==> src/rtl/ppf_pkg.sv <==
package ppf_pkg;

    typedef enum logic [1:0] {
        SLOT_EMPTY   = 2'd0,
        SLOT_FILLING = 2'd1,
        SLOT_FULL    = 2'd2,
        SLOT_BUSY    = 2'd3
    } slot_state_e;

    localparam int unsigned SLOT_COUNT = 2;

endpackage

==> src/rtl/ppf_slot.sv <==
module ppf_slot
    import ppf_pkg::*;
(
    input  logic        clk,
    input  logic        rst_n,
    input  logic        fill_go,
    input  logic        fill_end,
    input  logic        run_go,
    input  logic        run_end,
    input  logic        flag_clr,
    output slot_state_e state,
    output logic        flag
);

    typedef struct packed {
        slot_state_e st;
        logic        flag;
    } slot_reg_t;

    slot_reg_t r_d, r_q;

    always_comb begin
        r_d = r_q;
        if (flag_clr) begin
            r_d.flag = 1'b0;
        end
        case (r_q.st)
            SLOT_EMPTY: begin
                if (fill_go) r_d.st = SLOT_FILLING;
            end
            SLOT_FILLING: begin
                if (fill_end) begin
                    r_d.st   = SLOT_FULL;
                    r_d.flag = 1'b1;
                end
            end
            SLOT_FULL: begin
                if (run_go) r_d.st = SLOT_BUSY;
            end
            SLOT_BUSY: begin
                if (run_end) r_d.st = SLOT_EMPTY;
            end
            default: r_d.st = SLOT_EMPTY;
        endcase
    end

    always_ff @(posedge clk) begin
        if (!rst_n) begin
            r_q <= '{st: SLOT_EMPTY, flag: 1'b0};
        end else begin
            r_q <= r_d;
        end
    end

    assign state = r_q.st;
    assign flag  = r_q.flag;

endmodule

==> src/rtl/ppf_fill_ctrl.sv <==
module ppf_fill_ctrl
    import ppf_pkg::*;
#(
    parameter int unsigned ADDR_W = 32
) (
    input  logic                  clk,
    input  logic                  rst_n,
    input  logic                  blk_valid,
    input  logic [ADDR_W-1:0]     blk_addr,
    output logic                  blk_ready,
    input  logic [SLOT_COUNT-1:0] slot_empty,
    output logic                  dma_req,
    output logic [ADDR_W-1:0]     dma_addr,
    output logic                  dma_buf,
    input  logic                  dma_ack,
    input  logic                  dma_done,
    output logic [SLOT_COUNT-1:0] fill_go,
    output logic [SLOT_COUNT-1:0] fill_end
);

    typedef struct packed {
        logic              ptr;
        logic              req;
        logic              wait_done;
        logic [ADDR_W-1:0] addr;
    } fill_reg_t;

    fill_reg_t f_d, f_q;
    logic      accept;
    logic      finish;

    always_comb begin
        f_d       = f_q;
        fill_go   = '0;
        fill_end  = '0;
        blk_ready = slot_empty[f_q.ptr];
        accept    = blk_valid & blk_ready;
        finish    = f_q.wait_done & dma_done;

        if (accept) begin
            f_d.req         = 1'b1;
            f_d.addr        = blk_addr;
            fill_go[f_q.ptr] = 1'b1;
        end
        if (f_q.req && dma_ack) begin
            f_d.req       = 1'b0;
            f_d.wait_done = 1'b1;
        end
        if (finish) begin
            f_d.wait_done     = 1'b0;
            f_d.ptr           = ~f_q.ptr;
            fill_end[f_q.ptr] = 1'b1;
        end
    end

    always_ff @(posedge clk) begin
        if (!rst_n) begin
            f_q <= '0;
        end else begin
            f_q <= f_d;
        end
    end

    assign dma_req  = f_q.req;
    assign dma_addr = f_q.addr;
    assign dma_buf  = f_q.ptr;

endmodule

==> src/rtl/ppf_run_ctrl.sv <==
module ppf_run_ctrl
    import ppf_pkg::*;
(
    input  logic                  clk,
    input  logic                  rst_n,
    input  logic [SLOT_COUNT-1:0] slot_full,
    input  logic [SLOT_COUNT-1:0] slot_busy,
    input  logic [SLOT_COUNT-1:0] flag,
    input  logic                  eng_start,
    input  logic                  eng_done,
    output logic                  eng_avail,
    output logic                  eng_buf,
    output logic [SLOT_COUNT-1:0] run_go,
    output logic [SLOT_COUNT-1:0] run_end
);

    typedef struct packed {
        logic ptr;
    } run_reg_t;

    run_reg_t c_d, c_q;

    always_comb begin
        c_d       = c_q;
        run_go    = '0;
        run_end   = '0;
        eng_avail = slot_full[c_q.ptr] & ~flag[c_q.ptr];
        if (eng_start && eng_avail) begin
            run_go[c_q.ptr] = 1'b1;
        end
        if (eng_done && slot_busy[c_q.ptr]) begin
            run_end[c_q.ptr] = 1'b1;
            c_d.ptr          = ~c_q.ptr;
        end
    end

    always_ff @(posedge clk) begin
        if (!rst_n) begin
            c_q <= '0;
        end else begin
            c_q <= c_d;
        end
    end

    assign eng_buf = c_q.ptr;

endmodule

==> src/rtl/ppf_ctrl.sv <==
module ppf_ctrl
    import ppf_pkg::*;
#(
    parameter int unsigned ADDR_W    = 32,
    parameter int unsigned BLK_BYTES = 4096,
    parameter int unsigned LEN_W     = $clog2(BLK_BYTES) + 1
) (
    input  logic              clk,
    input  logic              rst_n,
    input  logic              blk_valid,
    input  logic [ADDR_W-1:0] blk_addr,
    output logic              blk_ready,
    output logic              dma_req,
    output logic [ADDR_W-1:0] dma_addr,
    output logic              dma_buf,
    output logic [LEN_W-1:0]  dma_len,
    input  logic              dma_ack,
    input  logic              dma_done,
    output logic [1:0]        sem,
    input  logic [1:0]        sem_w1c,
    output logic              irq,
    output logic              eng_avail,
    output logic              eng_buf,
    input  logic              eng_start,
    input  logic              eng_done
);

    localparam logic [LEN_W-1:0] BLK_LEN = LEN_W'(BLK_BYTES);

    logic [SLOT_COUNT-1:0] fill_go, fill_end, run_go, run_end;
    logic [SLOT_COUNT-1:0] slot_empty, slot_full, slot_busy, flag;
    slot_state_e           slot_st [SLOT_COUNT];

    for (genvar g = 0; g < SLOT_COUNT; g++) begin : g_slot
        ppf_slot slot_i (
            .clk      (clk),
            .rst_n    (rst_n),
            .fill_go  (fill_go[g]),
            .fill_end (fill_end[g]),
            .run_go   (run_go[g]),
            .run_end  (run_end[g]),
            .flag_clr (sem_w1c[g]),
            .state    (slot_st[g]),
            .flag     (flag[g])
        );
        assign slot_empty[g] = (slot_st[g] == SLOT_EMPTY);
        assign slot_full[g]  = (slot_st[g] == SLOT_FULL);
        assign slot_busy[g]  = (slot_st[g] == SLOT_BUSY);
    end

    ppf_fill_ctrl #(.ADDR_W(ADDR_W)) fill_i (
        .clk        (clk),
        .rst_n      (rst_n),
        .blk_valid  (blk_valid),
        .blk_addr   (blk_addr),
        .blk_ready  (blk_ready),
        .slot_empty (slot_empty),
        .dma_req    (dma_req),
        .dma_addr   (dma_addr),
        .dma_buf    (dma_buf),
        .dma_ack    (dma_ack),
        .dma_done   (dma_done),
        .fill_go    (fill_go),
        .fill_end   (fill_end)
    );

    ppf_run_ctrl run_i (
        .clk       (clk),
        .rst_n     (rst_n),
        .slot_full (slot_full),
        .slot_busy (slot_busy),
        .flag      (flag),
        .eng_start (eng_start),
        .eng_done  (eng_done),
        .eng_avail (eng_avail),
        .eng_buf   (eng_buf),
        .run_go    (run_go),
        .run_end   (run_end)
    );

    assign dma_len = BLK_LEN;
    assign sem     = flag;
    assign irq     = |flag;

endmodule

==> config.mk <==
export PLATFORM = sky130hd
export DESIGN_NAME = ppf_ctrl
export DESIGN_NICKNAME = d
export VERILOG_FILES = /design/src/rtl/ppf_pkg.sv /design/src/rtl/ppf_slot.sv /design/src/rtl/ppf_fill_ctrl.sv /design/src/rtl/ppf_run_ctrl.sv /design/src/rtl/ppf_ctrl.sv
export SDC_FILE = /design/constraint.sdc
export NUM_CORES = 1
export LEC_CHECK = 0
export BUFFER_PORTS_ARGS = -buffer_cell sky130_fd_sc_hd__buf_2
export CAP_MARGIN = 30
export CORE_MARGIN = 2
export CORE_UTILIZATION = 49
export CTS_BUF_LIST = sky130_fd_sc_hd__clkbuf_8
export DETAILED_ROUTE_END_ITERATION = 10
export PLACE_DENSITY = 0.88
export SLEW_MARGIN = 10
export SYNTH_ARGS = -nofsm -noshare
export SYNTH_HDL_FRONTEND = slang
export SYNTH_SLANG_ARGS = --single-unit
==> constraint.sdc <==
create_clock -name clk -period 1.55 [get_ports clk]
set_input_delay 0.2325 -clock clk [delete_from_list [all_inputs] [get_ports clk]]
set_output_delay 0.2325 -clock clk [all_outputs]
set_load 0.03 [all_outputs]
Yosys cells after proc, flatten, opt, wreduce, memory -nomap -nowiden

Index checks and enable logic that the tools add are counted.

Magnitude comparators: 4
Eq/ne operators: 14
Muxes and demuxes: 30
Bitwise logic cells: 7
Reductions and logical operators: 12

Operator list:

| operator                                             | count |
|---|---|
| 2-to-1 mux 2 bit                                     | 10 |
| != test 2 bit (second input constant)                | 8 |
| one-hot mux 2 bit (4 select lines)                   | 2 |
| 2-to-1 mux 1 bit                                     | 14 |
| equality test 2 bit (second input constant)          | 4 |
| AND reduction 4 bit                                  | 2 |
| 2-to-1 mux 3 bit                                     | 2 |
| OR reduction 2 bit                                   | 3 |
| logical AND 1 bit                                    | 5 |
| equality test 2 x 1 -> 1 bit (second input constant) | 2 |
| zero test 2 bit                                      | 2 |
| < comparator 1 x 2 -> 1 bit (second input constant)  | 2 |
| NOT 1 bit                                            | 4 |
| AND 1 bit                                            | 3 |
| demux 1 bit (select 1 bit)                           | 2 |
| >= comparator 1 bit (second input constant)          | 2 |

Register bits after elaboration: 42
Input bits: 41
Logic and storage cells: 76

Logic depth before layout (Yosys ltp)

Gate-level depths: netlist of run 1.

Depth after elaboration: 8
Mapped depth: 5
Depth with buffers taken out: 3

Modules after synthesis

A second synthesis of run 1 with hierarchy kept.

Cells, all modules: 250
Area total of the unflattened synthesis: 2213.4 um^2

Modules (own cells, without submodules):

| module        | instances | cells each | area an instance (um^2) | sequential area each (um^2) |
|---|---|---|---|---|
| ppf_fill_ctrl | 1         | 191        | 1711.6                  | 700.7 |
| ppf_slot      | 2         | 13         | 132.6                   | 60.1 |
| ppf_ctrl      | 1         | 22         | 143.9                   | 0.0 |
| ppf_run_ctrl  | 1         | 11         | 92.6                    | 20.0 |

Worst setup path before layout of run 1

OpenSTA, ideal clock, no wires.

Path type: register -> register
Start point: register fill_i.f_q (netlist bit fill_i.dma_buf)
End point: register fill_i.f_q (netlist bit fill_i.dma_addr[12])
Arrival time: 1.394 ns
Setup slack: 0.084 ns
Stages on the path, launching flop included: 6
Cell sequence: dfxtp_1 -> nor3b_2 -> o21a_1 -> buf_6 -> buf_12 -> mux2i_1

Cells in the longest elaborated chain, start to end: 3

Ends and longest elaborated chain:

| item                                                | RTL line            | source |
|---|---|---|
| start, declared                                     | ppf_fill_ctrl.sv:28 | `fill_reg_t f_d, f_q;` |
| start signal, assigned                              | ppf_fill_ctrl.sv:58 | `f_q <= '0;` |
| start signal, assigned                              | ppf_fill_ctrl.sv:60 | `f_q <= f_d;` |
| 2-to-1 mux 1 bit (not written as such) (2 in a row) | ppf_fill_ctrl.sv:36 | `blk_ready = slot_empty[f_q.ptr];` |
| AND 1 bit                                           | ppf_fill_ctrl.sv:37 | `accept = blk_valid & blk_ready;` |

Every way passes these cells. The select of a mux whose other input is x is not followed.
A chain may end at the register's enable or synchronous reset.

Worst setup path after layout of run 1

Start point: register fill_i.f_q (netlist bit fill_i.dma_buf)
End point: output port blk_ready

Cells in the longest elaborated chain, start to end: 2

Ends and longest elaborated chain:

| item                                                | RTL line            | source |
|---|---|---|
| 2-to-1 mux 1 bit (not written as such) (2 in a row) | ppf_fill_ctrl.sv:36 |  |
| end, declared                                       | ppf_ctrl.sv:12      | `output logic blk_ready,` |

Every way passes these cells. The select of a mux whose other input is x is not followed.

==> results of run 1 <==
-- through the flow --
| stage | total power, mW | hold WS [ps] |
|---|---|---|
| floorplan | 1.68 | 320 |
| global placement | 1.70 | 426 |
| detailed placement | 1.71 | 444 |
| CTS | 2.42 | 139 |
| global route | 2.52 | 135 |
| finish | 2.39 | 148 |
-- cells by family after synthesis --
| kind of cell | after synthesis | share of synthesized area [%] |
|---|---|---|
| flops | 42 | 38.7 |
| xor+xnor | 1 | 0.404 |
| mux | 33 | 15.2 |
| buf+inv | 61 | 21.4 |
| simple gates | 94 | 19.8 |
| other cells | 2 | 0.346 |
| compound gates | 12 | 4.15 |
-- flip-flops by register name, indices dropped and copies added (netlist names), named ones only --
register             flops
fill_i.dma_addr         32
g_slot.slot_i.flag       2
g_slot.slot_i.state      2
fill_i.dma_buf           1
fill_i.dma_req           1
fill_i.f_q               1
run_i.eng_buf            1
-- power breakdown --
part	switching, mW	internal [mW]
Combinational	0.321	0.182
Sequential	0.0380	1.15
Clock	0.348	0.353
-- worst max-delay path, cell delays in order, from the launching register on --
cell,delay (ps)
dfxtp_4,370
nor3b_2,160
or2_2,300
buf_4,170
-- cells in the mapped netlist, types with 2 or more instances --
master / number
a21boi_0: 4
conb_1: 2
buf_4: 47
nand2_1: 69
dfxtp_1: 42
buf_12: 3
clkbuf_1: 7
nand4b_1: 2
mux2i_1: 33
o21ai_0: 2
nand2b_1: 3
buf_2: 2
or2_2: 2
and2_1: 2
nand3_1: 2
nor2_1: 2
nand4_1: 4
-- how the worst max path moves through the flow --
| stage | endpoint | slack [ps] | cells after the start |
|---|---|---|---|
| 2_1_floorplan | fill_i.dma_addr[12]$_SDFFE_PN0N_ | 80 | 5 |
| 3_3_place_gp | fill_i.dma_addr[27]$_SDFFE_PN0N_ | 290 | 4 |
| 3_5_place_dp | fill_i.dma_addr[15]$_SDFFE_PN0N_ | 190 | 4 |
| 4_1_cts | blk_ready | 7 | 3 |
| 5_1_grt | blk_ready | -4 | 3 |
| 6_report | blk_ready | 40 | 3 |
-- final cells by class --
type | instances | area, sq um | share of cell area [%]
multi-input combinational | 153 | 920 | 38.3
sequential | 42 | 850 | 35.4
timing repair buffer | 86 | 473 | 19.7
clock buffer | 6 | 82.6 | 3.44
tap | 52 | 65.1 | 2.71
clock inverter | 2 | 8.76 | 0.365
inverter | 1 | 3.75 | 0.156
-- metal layers --
layer / track usage, % / wire [um]
met3: 3.70 / 250
met2: 25.7 / 1820
met4: 6.29 / 42
met1: 18.7 / 1640
met5: 0 / 0
-- timing repair --
item                       in CTS  in global routing
hold endpoints to repair        0                  0
gates cloned                    0                  0
gates resized for setup         3                  7
setup buffers                   0                  1
setup endpoints to repair       2                  2
==> summary.md, run 1 <==
| Metric | Value |
|---|---|
| Status | finished, final reports clean |
| Max FO, Critical Path | 6 |
| # diodes | 0 |
| Final non-filler cell total | 342 |
| Power Density | 994 nW/um^2 |
| DP HPWL | 2.66 mm |
| DRC violations left | 0 |
| Total gr overflow | 0 |
| Initial DRT Pass Iterations | 4 |
| Worst Hold Class | in2reg |
| Synth cell types | 34 |
| Hold Crit Start | dma_ack |
| Max VDD drop | 508 uV |
| Post-Place Cells | 333 |
| Pleak | 1.19 nW |
| Crit Path Category | reg2out |
| Tot GR Track Use | 15.2% |
| Area grow syn2layout | 10.7% |
| Worst hold stages | 2 |
| CTS tree | done |
| Worst-skew pair later-pin latency | 280 ps |
| R2R cell count | 4 |
| Max-cap viol count | 0 |
| Reg2reg start | fill_i.dma_buf$_SDFFE_PN0N_ |
| Sink Count | 42 |
| Top post-synthesis cells by area | dfxtp_1 (39%), buf_4 (16%), mux2i_1 (15%) |
| H-tree depth | 2 |
| Required time worst endpoint | 1320 ps |
| Hold Path Sink | fill_i.dma_req$_SDFFE_PP0N_ |
| Most common cell after layout, fill and taps aside | buf_2 |
| Area leader, netlist | dfxtp_1 |
| Tmin final | 1510 ps |
| Core Area | 4320 sq um |
| Hold buffer count at CTS | 0 |
| Bufs on Longest Clock Path | 2 |
| Initial Utilization | 50.2% |
| R2R Path End | fill_i.dma_addr[15]$_SDFFE_PN0N_ |
| Row count | 24 |
| Element type at the critical path start | register |
| DP Area | 2280 sq um |
| Post-Route Utilization | 55.6% |
| Seq cells post-synth | 42 |
| Width of the chip | 70.6 um |
| Ys async rst share | 0% |
| Worst path arrival time | 1270 ps |
| DR vias/cell | 4.65 |
| Routed wire length | 3.75 mm |
| Synth Cell Area | 2170 sq um |
| DIE AREA | 4980 sq um |
| Final worst path period share | 97.2% |
| Setup TNS | 0 ps |
| Vias in the first global route | 1,433 |
| Final hold viol count | 0 |
| Critical path startpoint | fill_i.dma_buf$_SDFFE_PN0N_ |
| Die Y | 70.6 um |
| Sequential share of the synthesized area | 38.7% |
| DR iter-0 viols | 88 |
| Clk root buf | clkbuf_8 |
| Fmax | 664 MHz |
| Final net count | 330 |
| Layout cell share with drive strength beyond 1 | 36.6% |
| Final Slew Violations | 0 |
| Number of fill cells | 409 |
| Final GP Congestion | 0.843 |
| Io pins | 94 |
| PortBufs | 80 |
| Ys flop type | dfxtp_1 |
| Routed len/inst | 11.0 um |
| Ys Warns | 0 |
| Post-Syn Instances | 245 |
| Global-route wire length before repair | 6.20 mm |
| Mean cell area of the mapped netlist | 8.86 sq um |
| Clock buffer count from CTS | 5 |
| Detail Route Antenna Nets | 0 |
| R2R setup slack | 220 ps |
| CP Capture Type | output pin |
| Initial antenna violation count | 0 |
| Worst-path clk slew | 70 ps |
| Largest net degree at the start of global routing | 45 |
| Clk_skew | 4.23 ps |
| Top-area cell type share of the netlist area | 38.7% |
| Final Worst Setup Slack | 43.3 ps |
| Final setup viols | 0 |
| Worst slack at placement | 192 ps |
| Via Count | 1,591 |
| Final Instance Area | 2400 sq um |
| Most frequent cells in the layout | buf_2 (79), nand2_1 (69), dfxtp_1 (37), mux2i_1 (33), conb_1 (13) |
| Post-synth EDFFs | 0 |
Note: power is estimated with default switching activity, not from simulation.
==> inputs of run 2 (changes only) <==
Settings changed: ABC_AREA set to 1.
==> summary.md, run 2 <==
| Metric | Value |
|---|---|
| Status | finished, final reports clean |
| Max VDD drop | 398 uV |
| Detail Route Antenna Nets | 0 |
| Total net switching power | 872 uW |
| Final setup viols | 0 |
| Routed wire length | 3.69 mm |
| Via Count | 1,651 |
| P_int | 1.74 mW |
| Seq cells post-synth | 42 |
| Post-Syn Instances | 269 |
| Final GP Congestion | 0.885 |
| Global-route wire length before repair | 6.21 mm |
| Synth Cell Area | 2140 sq um |
| Crit Path Category | reg2out |
| Sequential share of the synthesized area | 39.3% |
| DRC violations left | 0 |
| Mean cell area of the mapped netlist | 7.95 sq um |
| # diodes | 0 |
| Pleak | 1.13 nW |
| Tot GR Track Use | 15.3% |
| Area leader, netlist | dfxtp_1 |
| Critical path startpoint | run_i.eng_buf$_SDFFE_PN0N_ |
| Max FO, Critical Path | 5 |
| Slowest Stage Delay on Critical Path | 400 ps |
| Vias in the first global route | 1,497 |
| Element type at the critical path start | register |
| Final worst path period share | 94.1% |
| Final non-filler cell total | 365 |
| Io pins | 94 |
| Count leader, synth | buf_4 |
| Final net count | 353 |
| Family with the most delay on the worst path | flip-flops |
| Ys flop type | dfxtp_1 |
| Setup TNS | 0 ps |
| Bufs on Longest Clock Path | 2 |
| Final hold viol count | 0 |
| Top post-synthesis cells by area | dfxtp_1 (39%), buf_4 (17%), nor2_2 (9.9%) |
| Synth top cells by count | buf_4 (49), dfxtp_1 (42), nor2_1 (41) |
| Required time worst endpoint | 1320 ps |
| H-tree depth | 2 |
| Fmax | 686 MHz |
| Worst-path clk slew | 80 ps |
| Worst-skew pair later-pin latency | 290 ps |
| Row count | 24 |
| DIE AREA | 4910 sq um |
| Initial DRT Pass Iterations | 4 |
| Buf/Inv on CP | 2 |
| PortBufs | 80 |
| R2R setup slack | 220 ps |
| Worst path arrival time | 1230 ps |
| Post-Place Cells | 357 |
| Sink Count | 42 |
| Setup bufs post-CTS | 0 |
| R2R cell count | 7 |
| CP Capture Type | output pin |
| RSZ-0062 raised after global routing | no |
| Width of the chip | 70.1 um |
| Clk root buf | clkbuf_8 |
| Clk_skew | 5.62 ps |
| Worst Hold Class | in2reg |
| CP Depth | 5 |
| Ys async rst share | 0% |
| Switching part of the total power | 33.4% |
| Initial antenna violation count | 0 |
| Synth cell types | 25 |
| Final Slew Violations | 0 |
| DR vias/cell | 4.52 |
| R2R Path End | fill_i.dma_req$_SDFFE_PP0N_ |
| Die Y | 70.1 um |
| Number of flip-flops in the largest register | 32 |
| Core Area | 4260 sq um |
| Logic pwr share | 25.3% |
| Setup crit end | eng_avail |
| Ys Warns | 0 |
| Routed len/inst | 10.1 um |
| DR iter-0 viols | 38 |
| Post-synth EDFFs | 0 |
| Area grow syn2layout | 7.49% |
| Layout cell share with drive strength beyond 1 | 42.5% |
| Power Density | 1130 nW/um^2 |
| Max-cap viol count | 0 |
| Crit-path slowest cell | dfxtp_1 |
| Total gr overflow | 0 |
| CTS tree | done |
| Reg2reg start | g_slot[0].slot_i.state[0]$_SDFFE_PN0P_ |
| Clock buffer count from CTS | 5 |
| Top-area cell type share of the netlist area | 39.3% |
| Largest net degree at the start of global routing | 34 |
| Crit path cell chain | inv_1, nor2_1, nand2_1, nand2_2, buf_2 |
| Total power | 2.61 mW |
| Clock share of power | 27.1% |
| Sequential Power Share | 47.6% |
| Most frequent cells in the layout | buf_2 (80), nor2_1 (41), dfxtp_1 (40), nor2_2 (34), o21ai_1 (30) |
| Tmin final | 1460 ps |
| Most common cell after layout, fill and taps aside | buf_2 |
| Initial Utilization | 50.1% |
| DP HPWL | 2.75 mm |
run 2: cells by family after synthesis:
kind of cell / share of synthesized area (%)
AOI/OAI and AO/OA: 11.1
buffers and inverters: 24.3
DFF: 39.3
other: 0.351
and+or+nand+nor: 24.9
run 2: worst register-to-register path, delay by kind of cell, from the launching register on:
| kind | cells | cell delay (ps) |
|---|---|---|
| compound gates | 1 | 130 |
| buf+inv | 1 | 240 |
| flops | 1 | 370 |
| simple gates | 5 | 540 |
run 2: stage by stage:
stage	worst slack, ps	instance area [sq um]	utilization (%)	hold WS [ps]
floorplan	84.5	2180	-	378
global placement	268	2200	51.7	460
detailed placement	222	2200	51.7	468
CTS	31.2	2300	53.8	166
global route	4.16	2300	53.9	182
finish	91.8	2300	53.9	173
run 2: how the worst min path moves through the flow:
| stage | end | from | slack (ps) | cells after the start |
|---|---|---|---|---|
| 2_1_floorplan | fill_i.dma_addr[0]$_SDFFE_PN0N_ | blk_addr[0] | 380 | 2 |
| 3_3_place_gp | fill_i.dma_addr[10]$_SDFFE_PN0N_ | fill_i.dma_addr[10]$_SDFFE_PN0N_ | 460 | 2 |
| 3_5_place_dp | fill_i.dma_addr[10]$_SDFFE_PN0N_ | fill_i.dma_addr[10]$_SDFFE_PN0N_ | 470 | 2 |
| 4_1_cts | fill_i.dma_addr[26]$_SDFFE_PN0N_ | blk_addr[26] | 170 | 3 |
| 5_1_grt | fill_i.dma_addr[25]$_SDFFE_PN0N_ | blk_addr[25] | 180 | 3 |
| 6_report | fill_i.dma_addr[26]$_SDFFE_PN0N_ | blk_addr[26] | 170 | 3 |
run 2: final cells by class:
class / count / area [sq um]
Clock buffer: 6 / 82.6
Clock inverter: 2 / 8.76
Fill cell: 424 / 1970
Inverter: 15 / 63.8
Multi-Input combinational cell: 166 / 820
Sequential cell: 42 / 843
Tap cell: 52 / 65.1
Timing Repair Buffer: 82 / 415
run 2: timing repair:
item                       CTS  global route
hold buffers                 0             0
setup endpoints to repair    0             1
gates resized for setup      0             2
hold endpoints to repair     0             0
run 2: power by group through the flow:
stage | combinational [mW] | sequential (mW) | clock [mW]
after floorplan | 0.663 | 1.27 | 0
after global placement | 0.655 | 1.26 | 0
after detailed placement | 0.666 | 1.27 | 0
after CTS | 0.668 | 1.24 | 0.735
after global routing | 0.719 | 1.26 | 0.773
final | 0.659 | 1.24 | 0.708
run 2: metal layers:
metal	vias up	wire (um)	track usage [%]
met4	0	64	7.05
met3	7	262	3.46
met1	716	1640	18.9
met5	-	0	0
met2	56	1720	25.3
li1	872	-	-
